--- src/rtl/irq_cause_pkg.sv ---
package irq_cause_pkg;
  typedef enum logic [1:0] {
    ADR_CAUSE = 2'd0,
    ADR_MSET  = 2'd1,
    ADR_MCLR  = 2'd2,
    ADR_AUTO  = 2'd3
  } irq_addr_e;
endpackage

--- src/rtl/irq_bus_decode.sv ---
module irq_bus_decode
  import irq_cause_pkg::*;
(
  input  logic       req_valid,
  input  logic       req_write,
  input  logic [1:0] req_addr,
  output logic       rd_any,
  output logic       rd_cause,
  output logic       wr_cause,
  output logic       wr_mset,
  output logic       wr_mclr,
  output logic       wr_auto
);
  irq_addr_e addr;
  logic      do_wr;

  always_comb begin
    addr     = irq_addr_e'(req_addr);
    do_wr    = req_valid & req_write;
    rd_any   = req_valid & ~req_write;
    rd_cause = rd_any & (addr == ADR_CAUSE);
    wr_cause = do_wr & (addr == ADR_CAUSE);
    wr_mset  = do_wr & (addr == ADR_MSET);
    wr_mclr  = do_wr & (addr == ADR_MCLR);
    wr_auto  = do_wr & (addr == ADR_AUTO);
  end
endmodule

--- src/rtl/irq_clear_policy.sv ---
module irq_clear_policy #(
  parameter int N_CAUSE = 31
) (
  input  logic               rd_cause,
  input  logic               msix_mode,
  input  logic               automask_en,
  input  logic               summary,
  input  logic [N_CAUSE-1:0] cause,
  input  logic [N_CAUSE-1:0] mask,
  input  logic [N_CAUSE-1:0] automask_sel,
  output logic               clr_all,
  output logic [N_CAUSE-1:0] mask_drop
);
  logic overlap;
  logic mask_empty;
  logic auto_hit;

  always_comb begin
    overlap    = |(cause & mask);
    mask_empty = (mask == '0);
    auto_hit   = summary & automask_en;
    clr_all    = rd_cause & (mask_empty | ~msix_mode | auto_hit | (summary & overlap));
    mask_drop  = (rd_cause & auto_hit) ? automask_sel : '0;
  end
endmodule

--- src/rtl/irq_cause_reg.sv ---
module irq_cause_reg #(
  parameter int N_CAUSE = 31,
  localparam int WIDTH  = N_CAUSE + 1
) (
  input  logic               clk,
  input  logic               rst_n,
  input  logic [N_CAUSE-1:0] evt,
  input  logic [N_CAUSE-1:0] mask,
  input  logic               clr_all,
  input  logic               wr_w1c,
  input  logic [WIDTH-1:0]   wdata,
  output logic [WIDTH-1:0]   cause_q
);
  logic [N_CAUSE-1:0] low_d;
  logic               sum_d;
  logic               en;
  logic [WIDTH-1:0]   w1c;

  always_comb begin
    w1c   = wr_w1c ? wdata : '0;
    en    = clr_all | wr_w1c | (|evt);
    low_d = (clr_all ? '0 : (cause_q[N_CAUSE-1:0] & ~w1c[N_CAUSE-1:0])) | evt;
    sum_d = (clr_all ? 1'b0 : (cause_q[WIDTH-1] & ~w1c[WIDTH-1])) | (|(evt & mask));
  end

  always_ff @(posedge clk or negedge rst_n) begin
    if (!rst_n)  cause_q <= '0;
    else if (en) cause_q <= {sum_d, low_d};
  end
endmodule

--- src/rtl/irq_mask_reg.sv ---
module irq_mask_reg #(
  parameter int N_CAUSE = 31
) (
  input  logic               clk,
  input  logic               rst_n,
  input  logic               wr_mset,
  input  logic               wr_mclr,
  input  logic               wr_auto,
  input  logic [N_CAUSE-1:0] wdata,
  input  logic [N_CAUSE-1:0] mask_drop,
  output logic [N_CAUSE-1:0] mask_q,
  output logic [N_CAUSE-1:0] auto_q
);
  logic [N_CAUSE-1:0] mask_d;
  logic               mask_en;

  always_comb begin
    mask_en = wr_mset | wr_mclr | (|mask_drop);
    mask_d  = (mask_q | (wr_mset ? wdata : '0)) & ~(wr_mclr ? wdata : '0) & ~mask_drop;
  end

  always_ff @(posedge clk or negedge rst_n) begin
    if (!rst_n)       mask_q <= '0;
    else if (mask_en) mask_q <= mask_d;
  end

  always_ff @(posedge clk or negedge rst_n) begin
    if (!rst_n)       auto_q <= '0;
    else if (wr_auto) auto_q <= wdata;
  end
endmodule

--- src/rtl/irq_cause_ctrl.sv ---
module irq_cause_ctrl
  import irq_cause_pkg::*;
#(
  parameter int N_CAUSE = 31,
  localparam int WIDTH  = N_CAUSE + 1
) (
  input  logic               clk,
  input  logic               rst_n,
  input  logic               msix_mode_i,
  input  logic               automask_en_i,
  input  logic [N_CAUSE-1:0] cause_evt_i,
  input  logic               req_valid_i,
  input  logic               req_write_i,
  input  logic [1:0]         req_addr_i,
  input  logic [WIDTH-1:0]   req_wdata_i,
  output logic               rsp_valid_o,
  output logic [WIDTH-1:0]   rsp_data_o,
  output logic               irq_o
);
  logic               rd_any, rd_cause, wr_cause, wr_mset, wr_mclr, wr_auto;
  logic               clr_all;
  logic [N_CAUSE-1:0] mask_drop;
  logic [WIDTH-1:0]   icr_q;
  logic [N_CAUSE-1:0] ims_q;
  logic [N_CAUSE-1:0] iam_q;
  logic [WIDTH-1:0]   rd_mux;

  irq_bus_decode u_dec (
    .req_valid (req_valid_i),
    .req_write (req_write_i),
    .req_addr  (req_addr_i),
    .rd_any    (rd_any),
    .rd_cause  (rd_cause),
    .wr_cause  (wr_cause),
    .wr_mset   (wr_mset),
    .wr_mclr   (wr_mclr),
    .wr_auto   (wr_auto)
  );

  irq_clear_policy #(.N_CAUSE(N_CAUSE)) u_pol (
    .rd_cause     (rd_cause),
    .msix_mode    (msix_mode_i),
    .automask_en  (automask_en_i),
    .summary      (icr_q[WIDTH-1]),
    .cause        (icr_q[N_CAUSE-1:0]),
    .mask         (ims_q),
    .automask_sel (iam_q),
    .clr_all      (clr_all),
    .mask_drop    (mask_drop)
  );

  irq_cause_reg #(.N_CAUSE(N_CAUSE)) u_icr (
    .clk     (clk),
    .rst_n   (rst_n),
    .evt     (cause_evt_i),
    .mask    (ims_q),
    .clr_all (clr_all),
    .wr_w1c  (wr_cause),
    .wdata   (req_wdata_i),
    .cause_q (icr_q)
  );

  irq_mask_reg #(.N_CAUSE(N_CAUSE)) u_msk (
    .clk       (clk),
    .rst_n     (rst_n),
    .wr_mset   (wr_mset),
    .wr_mclr   (wr_mclr),
    .wr_auto   (wr_auto),
    .wdata     (req_wdata_i[N_CAUSE-1:0]),
    .mask_drop (mask_drop),
    .mask_q    (ims_q),
    .auto_q    (iam_q)
  );

  always_comb begin
    unique case (irq_addr_e'(req_addr_i))
      ADR_CAUSE: rd_mux = icr_q;
      ADR_MSET:  rd_mux = {1'b0, ims_q};
      ADR_AUTO:  rd_mux = {1'b0, iam_q};
      default:   rd_mux = '0;
    endcase
  end

  always_ff @(posedge clk or negedge rst_n) begin
    if (!rst_n) rsp_valid_o <= 1'b0;
    else        rsp_valid_o <= rd_any;
  end

  always_ff @(posedge clk or negedge rst_n) begin
    if (!rst_n)      rsp_data_o <= '0;
    else if (rd_any) rsp_data_o <= rd_mux;
  end

  assign irq_o = |(icr_q[N_CAUSE-1:0] & ims_q);
endmodule

--- config.mk ---
export PLATFORM = sky130hd
export DESIGN_NAME = irq_cause_ctrl
export DESIGN_NICKNAME = d
export VERILOG_FILES = /design/src/rtl/irq_cause_pkg.sv /design/src/rtl/irq_bus_decode.sv /design/src/rtl/irq_clear_policy.sv /design/src/rtl/irq_cause_reg.sv /design/src/rtl/irq_mask_reg.sv /design/src/rtl/irq_cause_ctrl.sv
export SDC_FILE = /design/constraint.sdc
export NUM_CORES = 1
export LEC_CHECK = 0
export BUFFER_PORTS_ARGS = -buffer_cell sky130_fd_sc_hd__buf_2
export CORE_MARGIN = 2
export CORE_UTILIZATION = 51
export DETAILED_ROUTE_END_ITERATION = 8
export PLACE_DENSITY = 0.75
export SLEW_MARGIN = 25
export SYNTH_ARGS = -nofsm -noshare
export SYNTH_HDL_FRONTEND = slang
export SYNTH_SLANG_ARGS = --single-unit
export TNS_END_PERCENT = 50
--- constraint.sdc ---
create_clock -name clk -period 1.48 [get_ports clk]
set_input_delay 0.074 -clock clk [delete_from_list [all_inputs] [get_ports clk]]
set_output_delay 0.074 -clock clk [all_outputs]
set_load 0.01 [all_outputs]
After elaboration in Yosys (flattened, before gate mapping)
Index checks and enable logic that the tools add are counted.
Word-level totals
  flip-flop bits (word level): 127
  output and inout port bits: 34
Cells by class
  mux-type cells: 7
  reductions and logical operators: 6
  bitwise operators: 33
  eq/ne operators: 3
Operators by type and width (count)
  $and A31 B31 Y31: 5
  $mux W31: 4
  $reduce_or A31 Y1: 4
  $pmux W32 S3: 1
  $not A31 Y31: 3
  $or A31 B31 Y31: 2
  $mux W32: 1
  $logic_not A31 Y1: 1
  $and A1 B1 Y1: 12
  $or A1 B1 Y1: 8
  $eq A2 B2 Y1 const B: 2
  $not A1 Y1: 3
  $eq A2 B1 Y1 const B: 1
  $logic_not A2 Y1: 1
  $mux W1: 1

Logic depth before layout (Yosys ltp)
Gate-level depths: netlist of the first run.
  depth in word-level cells: 7
  gate-level depth with buffers: 7
  gate-level depth less buffers: 5

Cells and area by module
Synthesis of the first run repeated with hierarchy kept, for this count alone.
Unflattened totals
  cell total of the unflattened synthesis: 556
  area total of the unflattened synthesis: 6224.7 um^2
Modules (own cells, without submodules)
  irq_mask_reg: sequential area each 1551.5 um^2, area an instance 2386.0 um^2, times used 1, cells each 164
  irq_cause_ctrl: sequential area each 825.8 um^2, area an instance 1914.3 um^2, times used 1, cells each 197
  irq_cause_reg: sequential area each 800.8 um^2, area an instance 1377.6 um^2, times used 1, cells each 121
  irq_clear_policy: sequential area each 0.0 um^2, area an instance 480.5 um^2, times used 1, cells each 68
  irq_bus_decode: sequential area each 0.0 um^2, area an instance 66.3 um^2, times used 1, cells each 6

Worst setup path before layout of the first run
OpenSTA, ideal clock, no wires.
  path kind: register to register
  from: register u_msk.mask_q[12]
  to: register u_icr.cause_q[0]
  path slack: 0.013 ns
  library setup time: 0.076 ns
  cell stages (with the launch flop): 7
  required time: 1.404 ns
  arrival time: 1.392 ns
  path through: dfrtp_1 > a22o_1 > a221oi_1 > and4_4 > a21oi_4 > buf_6 > o21bai_2
Between the ends
  longest elaborated chain between the ends: 7
  elaborated cells on any way between the ends: 12
  those cells by class: mux (1); bitwise (9); reduce/logical (2)
Ends and longest elaborated chain
  start: declaration: RTL line irq_mask_reg.sv:11  | output logic [N_CAUSE-1:0] mask_q,
  start signal: assignment: RTL line irq_mask_reg.sv:24  | else if (mask_en) mask_q <= mask_d;
  $logic_not A31 Y1 / $and A31 B31 Y31 (equally long branches): RTL line irq_clear_policy.sv:20, irq_clear_policy.sv:19
  $or A1 B1 Y1 / $reduce_or A31 Y1 (equally long branches): RTL line irq_clear_policy.sv:22, irq_clear_policy.sv:19
  $or A1 B1 Y1 / $and A1 B1 Y1 (equally long branches): RTL line irq_clear_policy.sv:22  | clr_all = rd_cause & (mask_empty | ~msix_mode | auto_hit | (summary & overlap));
  $or A1 B1 Y1 *: RTL line irq_clear_policy.sv:22
  $and A1 B1 Y1 *: RTL line irq_clear_policy.sv:22
  $mux W31 / $or A1 B1 Y1 (equally long branches): RTL line irq_cause_reg.sv:22, irq_cause_reg.sv:21
  $or A31 B31 Y31 / $or A1 B1 Y1 (equally long branches): RTL line irq_cause_reg.sv:22, irq_cause_reg.sv:21
  end signal: assignment: RTL line irq_cause_reg.sv:28  | else if (en) cause_q <= {sum_d, low_d};
  end: declaration: RTL line irq_cause_reg.sv:12  | output logic [WIDTH-1:0] cause_q
Every way passes the cells marked *; elsewhere a longest branch is shown, timed or not.
A chain may end at the register's enable or synchronous reset.

Worst setup path in the final report of the first run
  from: register u_msk.mask_q[17]
  to: output port irq_o
Between the ends
  longest elaborated chain between the ends: 2
Ends and longest elaborated chain
  $and A31 B31 Y31: RTL line irq_cause_ctrl.sv:94  | assign irq_o = |(icr_q[N_CAUSE-1:0] & ims_q);
  $reduce_or A31 Y1: RTL line irq_cause_ctrl.sv:94
  end: declaration: RTL line irq_cause_ctrl.sv:18  | output logic irq_o
Every way passes these cells.

==> impl_metrics.py, run 1 <==
metrics = {
    "cts": {
        "clk_root_buffer_cell": "sky130_fd_sc_hd__clkbuf_16",
        "clock_latency_late_sink_ns": 0.42,
        "max-clock-path-buffers": 2,
        "clock_tree.htree_level_count": 4,
        "cts_tree": "done",
        "cts_buffers": 17,
        "clock_transition_at_the_registers_of_the_reported_paths_ns": 0.05,
        "clock_sink_count": 127,
    },
    "placed_design": {
        "dp.cells": 878,
        "dp.final_hpwl_mm": 13.4,
        "gp_congestion": 0.925,
        "place.port_buffers": 104,
    },
    "grt": {
        "grtUsageTotal_pct": 32.6,
        "globalRouteMet3Util_pct": 7.15,
        "first_pass_grt_wire_length_mm": 32.5,
        "antenna_found_initial": 0,
        "grt.met2_usage_pct": 52.9,
        "global_route.usage.met1_pct": 42.9,
        "grt.busiest_layer": "met2",
        "grt_pass1_vias": 6202,
        "grt_start_max_net_pins": 59,
        "globalRoute.totalOverflow": 0,
    },
    "timing": {
        "grt_setup_unrepaired": "true",
        "fin_skew_ns": 0.00570,
        "timing_max_transition_violations_final": 0,
        "layout_worst_path_cycle_share_pct": 125,
        "period_needed_ns": 1.85,
        "max_clock_freq_mhz": 541,
        "worst-slew-pin-transition_ns": 0.456,
        "hold_violations": 0,
        "timing.max_slew.rel_slack_pct": 69.6,
        "layout_setup_ws_ns": -0.369,
        "setup_viol_count_final": 33,
    },
    "die": {
        "ios": 105,
        "design.core.area_mm2": 0.0119,
        "initial_cell_density_of_the_core_pct": 52.0,
        "floorplan.rows": 40,
        "die_w_um": 114,
        "dieArea_mm2": 0.0130,
        "die_y_um": 114,
    },
    "finish": {
        "finish.net_count": 894,
        "layout-area-overhead-vs-synth_pct": 44.9,
        "multi_input_comb_area_mm2": 0.00295,
        "diodes": 0,
        "layout-drive-gt1-share_pct": 37.4,
        "final_common_cell": "sky130_fd_sc_hd__dfrtp_1",
        "layoutNonFillerInstCount": 982,
        "final.fill_count": 786,
        "most-common-layout-cells": "125 x sky130_fd_sc_hd__dfrtp_1, 102 x sky130_fd_sc_hd__buf_2, 84 x sky130_fd_sc_hd__buf_4",
        "seq_area_mm2": 0.00318,
    },
    "synth": {
        "synth-async-reset-ratio_pct": 100,
        "syn-cell-area_mm2": 0.00619,
        "synth_cells": 581,
        "yosysWarnings": 0,
        "synth.ff_latch_count": 127,
        "dominantRegCellSynth": "sky130_fd_sc_hd__dfrtp_1",
        "synth_enable_flop_cells": 0,
        "synth.avg_cell_area_um2": 10.7,
        "synth_fp_nets": 652,
        "synth.distinct_cells": 34,
        "proportion_of_synthesized_chip_area_in_sequential_cells_pct": 51.3,
    },
    "routing": {
        "routed_wl_mm": 20.8,
        "route.vias.total": 6103,
        "detail_route.vias_per_cell": 6.21,
        "postRouteAntennaNets": 0,
        "starting_drt_drc_count": 546,
        "average_wire_length_per_cell_after_detail_routing_um": 21.2,
        "drcViolationCount": 0,
        "drtPass1Iterations": 5,
    },
    "critical_path": {
        "cp_data_required_time_ns": 1.41,
        "cells_on_worst_reg2reg_path": 9,
        "cell_family_with_the_largest_share_of_critical_path_delay": "flip-flops",
        "slowest_delay_ns": 0.46,
        "critical_path.slowest_cell": "sky130_fd_sc_hd__dfrtp_2",
        "cp.arrival_ns": 1.77,
        "cp.buffers_inverters": 1,
        "critPathLaunchType": "flop",
        "worstSetupEndpointType": "output port",
        "worst-path-max-fanout": 3,
        "critical_path_cell_count": 5,
        "crit_path_cell_trace": "a22o_1, a221oi_1, and4_4, nand2_4, buf_6",
        "rrSetupSlack_ns": -0.35,
        "crit_type": "flop to output port",
    },
    "power_and_ir_drop": {
        "p_per_area_mw_per_mm2": 1310,
        "power.ir.vdd_worst_uv": 984,
        "p_leak_uw": 0.00410,
        "report.power.total_uw": 11700,
    },
    "worst_hold_path": {
        "min_path_type": "input port to asynchronous set/reset pin",
    },
    "job": {
        "drv.max_cap_violation_count": 0,
    },
    "status": {
        "run_status": "finished, violations left",
        "violated_checks": "setup timing",
    },
}
[cell usage after synthesis, drive strengths merged (3+ instances only)]
cell,n,area share [%]
a22oi,14,1.7
nor4,8,0.91
a22o,7,0.99
a21oi,63,5.3
mux2,31,5.6
nor3,4,0.59
o21ai,32,2.6
mux2i,31,5.0
dfrtp,127,51
and4,3,0.46
buf,25,2.3
clkbuf,18,1.1
a221oi,38,5.5
o21bai,31,5.6
nand2,71,4.3
nand4,37,3.7
nor2,32,1.9
[logic make-up (layout without fill, tap and decap cells)]
| logic type | count (synthesis) | count (layout) | synth area share [%] |
|---|---|---|---|
| buffers and inverters | 44 | 298 | 3.49 |
| AO/OA/AOI/OAI | 187 | 187 | 21.9 |
| AND/OR/NAND/NOR | 161 | 161 | 12.6 |
| multiplexers | 62 | 62 | 10.6 |
| flip-flops | 127 | 127 | 51.3 |
[flip-flops by register name, indices dropped and copies added (netlist names)]
register and cells:
u_msk.mask_q 31, u_icr.cause_q 32, rsp_valid_o 1, rsp_data_o 32, u_msk.auto_q 31
[routing by layer]
| metal | vias to the layer above | routed length (µm) |
|---|---|---|
| met4 | 0 | 570 |
| met1 | 3025 | 8410 |
| met2 | 340 | 10100 |
| met5 | - | 0 |
| met3 | 51 | 1670 |
| li1 | 2687 | - |
[final timing paths]
kind,startpoint,end
setup reg to reg,u_msk.mask_q[11],u_icr.cause_q[28]
setup / recovery,u_msk.mask_q[17],irq_o
min in group clk,req_valid_i,rsp_valid_o
hold reg to reg,rsp_data_o[9],rsp_data_o[9]
hold / removal,rst_n,rsp_data_o[20]
max in group asynchronous,rst_n,rsp_data_o[21]
[worst reg2reg max path, cell delays in order, from the launching register on]
cell and delay (ns):
sky130_fd_sc_hd__dfrtp_1 0.39, sky130_fd_sc_hd__buf_4 0.14, sky130_fd_sc_hd__a22oi_2 0.07, sky130_fd_sc_hd__nand4_1 0.12
sky130_fd_sc_hd__nor2_2 0.06, sky130_fd_sc_hd__buf_4 0.13, sky130_fd_sc_hd__buf_4 0.13, sky130_fd_sc_hd__a21oi_4 0.35
sky130_fd_sc_hd__clkbuf_16 0.25, sky130_fd_sc_hd__o21bai_2 0.07
[metrics by stage]
stage | TNS, ns | hold slack, ns | setup slack, ns | utilization (%) | cell area, µm²
6_report | -10.50 | 0.218 | -0.369 | 75.4 | 8980
5_1_grt | -11.98 | 0.270 | -0.406 | 75.4 | 8980
4_1_cts | -8.57 | 0.238 | -0.372 | 74.0 | 8820
3_5_place_dp | -8.20 | -0.120 | -0.286 | 62.8 | 7480
3_3_place_gp | -8.84 | -0.118 | -0.282 | 62.8 | 7480
2_1_floorplan | 0 | -0.222 | 0.0127 | - | 6190
[area by class of cell]
class | instances | share of cell area [%]
timing repair buffer | 266 | 22.9
sequential | 127 | 35.4
clock inverter | 5 | 0.836
clock buffer | 26 | 5.90
inverter | 1 | 0.0418
tap | 147 | 2.05
multi-input combinational | 410 | 32.8
[where the power goes]
group	internal [µW]	total, µW	switching, µW
Clock	2770	4220	1450
Sequential	4100	4630	535
Combinational	1490	2870	1380
[what timing repair did]
| action | in CTS | in global routing |
|---|---|---|
| pin swaps | 4 | 4 |
| buffers inserted | 4 | 1 |
| setup endpoints to repair | 33 | 34 |
| resized for setup | 12 | 15 |
| cloned | 0 | 3 |
| hold buffers | 65 | 0 |
| hold endpoints to repair | 221 | 0 |
Note: power is estimated with default switching activity, not from simulation.
==> run 2: changes to the inputs <==
Settings changed: SETUP_SLACK_MARGIN set to 0.05.
==> run 2 against run 1 <==
Net effect: the flow still finishes with violations (setup timing); die area unchanged; worst hold slack worse by 0.11 ns; non-clock buffer count grew 1; routed wire length increased by 4.9%; largest power group unchanged; fmax fell by 2.2%; highest routed layer unchanged; clock skew barely moved; cell count up 0.20%; clock-buffer cell count unchanged.
==> impl_metrics.py, run 2 (synthesized netlist as in run 1, its figures left out) <==
metrics = {
    "finish": {
        "layout-drive-gt1-share_pct": 36.7,
        "layout-area-overhead-vs-synth_pct": 44.5,
        "finish.net_count": 895,
        "most-common-layout-cells": "127 x sky130_fd_sc_hd__dfrtp_1, 102 x sky130_fd_sc_hd__buf_2, 86 x sky130_fd_sc_hd__buf_4",
        "reg_top3": "rsp_data_o: 32 flops, u_icr.cause_q: 32 flops",
        "final_common_cell": "sky130_fd_sc_hd__dfrtp_1",
        "diodes": 0,
    },
    "critical_path": {
        "worst_r2r_endpoint": "u_icr.cause_q[29]",
        "cp.buffers_inverters": 2,
        "worstSetupEndpoint": "irq_o",
        "worstSetupEndpointType": "output port",
        "worstReg2RegStart": "u_msk.mask_q[21]",
        "critPathLaunchType": "flop",
        "worst-path-max-fanout": 2,
        "cell_family_with_the_largest_share_of_critical_path_delay": "flip-flops",
        "cells_on_worst_reg2reg_path": 7,
        "critical_path.slowest_cell": "sky130_fd_sc_hd__dfrtp_1",
        "rrSetupSlack_ns": -0.39,
        "cp.arrival_ns": 1.82,
        "cpMostUsedCell": "sky130_fd_sc_hd__buf_6",
        "crit_type": "flop to output port",
        "cp_data_required_time_ns": 1.41,
        "slowest_delay_ns": 0.40,
        "crit_path_cell_trace": "buf_6, a222oi_1, and4_4, nand2_4, buf_6",
        "critical_path_cell_count": 5,
        "worst_setup_path_startpoint": "u_msk.mask_q[21]",
    },
    "status": {
        "run_status": "finished, violations left",
        "violated_checks": "setup timing",
    },
    "cts": {
        "clock_sink_count": 127,
        "clk_root_buffer_cell": "sky130_fd_sc_hd__clkbuf_16",
        "clock_tree.htree_level_count": 4,
        "cts_tree": "done",
        "clock_transition_at_the_registers_of_the_reported_paths_ns": 0.06,
        "cts_buffers": 17,
        "clock_latency_late_sink_ns": 0.42,
        "max-clock-path-buffers": 2,
    },
    "placed_design": {
        "gp_congestion": 0.932,
        "dp.final_hpwl_mm": 14.0,
        "place.port_buffers": 104,
        "dpl_worst_slack_ns": -0.327,
    },
    "timing": {
        "setup_viol_count_final": 33,
        "fin_setup_tns_ns": -11.86,
        "max_clock_freq_mhz": 529,
        "grt_setup_unrepaired": "true",
        "timing_max_transition_violations_final": 0,
        "worst_hold_slack_ns": 0.112,
        "period_needed_ns": 1.89,
        "worst-slew-pin-transition_ns": 0.397,
        "hold_violations": 0,
        "timing.max_slew.rel_slack_pct": 73.6,
        "fin_skew_ns": 0.00579,
        "layout_worst_path_cycle_share_pct": 128,
        "layout_setup_ws_ns": -0.411,
    },
    "power_and_ir_drop": {
        "comb_power_share_pct": 24.9,
        "p_per_area_mw_per_mm2": 1310,
        "switching_power_uw": 3450,
        "p_leak_uw": 0.00409,
        "power.ir.vdd_worst_uv": 860,
        "swShare_pct": 29.5,
        "power.clock.fraction_pct": 35.5,
        "cellInternalPower_uw": 8250,
        "power.share.sequential_pct": 39.6,
        "report.power.total_uw": 11700,
    },
    "routing": {
        "average_wire_length_per_cell_after_detail_routing_um": 22.2,
        "routed_wl_mm": 21.8,
        "drcViolationCount": 0,
        "route.vias.total": 6141,
        "postRouteAntennaNets": 0,
        "drtPass1Iterations": 5,
        "starting_drt_drc_count": 770,
        "detail_route.vias_per_cell": 6.24,
    },
    "die": {
        "ios": 105,
        "dieArea_mm2": 0.0130,
        "initial_cell_density_of_the_core_pct": 52.0,
        "die_w_um": 114,
        "die_y_um": 114,
        "design.core.area_mm2": 0.0119,
        "floorplan.rows": 40,
    },
    "grt": {
        "grt_start_max_net_pins": 49,
        "antenna_found_initial": 0,
        "grtUsageTotal_pct": 34.8,
        "grt_pass1_vias": 6451,
        "first_pass_grt_wire_length_mm": 34.5,
        "globalRoute.totalOverflow": 0,
    },
    "worst_hold_path": {
        "min_path_type": "input port to asynchronous set/reset pin",
    },
    "job": {
        "drv.max_cap_violation_count": 0,
    },
}
[run 2: cell count changes in the layout (fill, tap and decap cells not counted), moves of 3 or more]
cell                       change
sky130_fd_sc_hd__clkbuf_1      +3
sky130_fd_sc_hd__clkbuf_8      -3
sky130_fd_sc_hd__o21bai_2      -3
sky130_fd_sc_hd__o21bai_4      +3
[run 2: repair_timing]
action	in CTS	in global routing
pin swaps	4	7
buffers inserted	5	2
gates cloned	0	1
hold buffers	64	0
setup endpoints to repair	33	33
endpoints found under the hold margin	221	0
resized for setup	13	13
[run 2: area by class of cell]
type | instances | area [µm²]
sequential | 127 | 3180
timing repair buffer | 267 | 2060
multi-input combinational | 410 | 2950
fill | 816 | 2960
tap | 147 | 184
clock inverter | 6 | 80.1
clock buffer | 26 | 499
inverter | 1 | 3.75
[run 2: routing by layer]
layer  share of wire, %  global-route usage [%]  vias to the layer above
li1                   -                       -                     2683
met1                 41                    45.2                     3013
met2                 49                    56.8                      375
met3                7.2                    6.78                       70
met4                3.1                    15.8                        0
met5                  0                       0                        -
[run 2: power groups by stage]
stage	Clock, µW	Sequential [µW]	Combinational, µW
floorplan	0	4650	1160
global placement	0	4630	2520
detailed placement	0	4650	2590
CTS	4170	4600	2790
global route	4320	4700	3150
finish	4150	4640	2910
[run 2: how the worst min path moves through the flow]
stage / from / endpoint / cells after the start
after floorplan: rst_n / rsp_data_o[0] / 0
after global placement: rst_n / rsp_data_o[22] / 1
final: rst_n / rsp_data_o[26] / 2
after CTS: rst_n / u_msk.auto_q[22] / 2
after global routing: rst_n / rsp_data_o[26] / 2
after detailed placement: rst_n / rsp_data_o[22] / 1
[run 2: worst reg2reg max path, cell delays in order (launching register included)]
cell	delay, ns
sky130_fd_sc_hd__dfrtp_1	0.40
sky130_fd_sc_hd__buf_6	0.13
sky130_fd_sc_hd__a222oi_1	0.38
sky130_fd_sc_hd__and4_4	0.31
sky130_fd_sc_hd__buf_4	0.13
sky130_fd_sc_hd__a21oi_4	0.11
sky130_fd_sc_hd__clkbuf_16	0.19
sky130_fd_sc_hd__o21bai_2	0.14
[run 2: per-stage QoR]
step	cells	instance area, µm²	utilization, %
6_report	984	8950	75.1
5_1_grt	984	8950	75.1
4_1_cts	981	8830	74.1
3_5_place_dp	880	7510	63.0
3_3_place_gp	880	7510	63.0
2_1_floorplan	581	6210	-
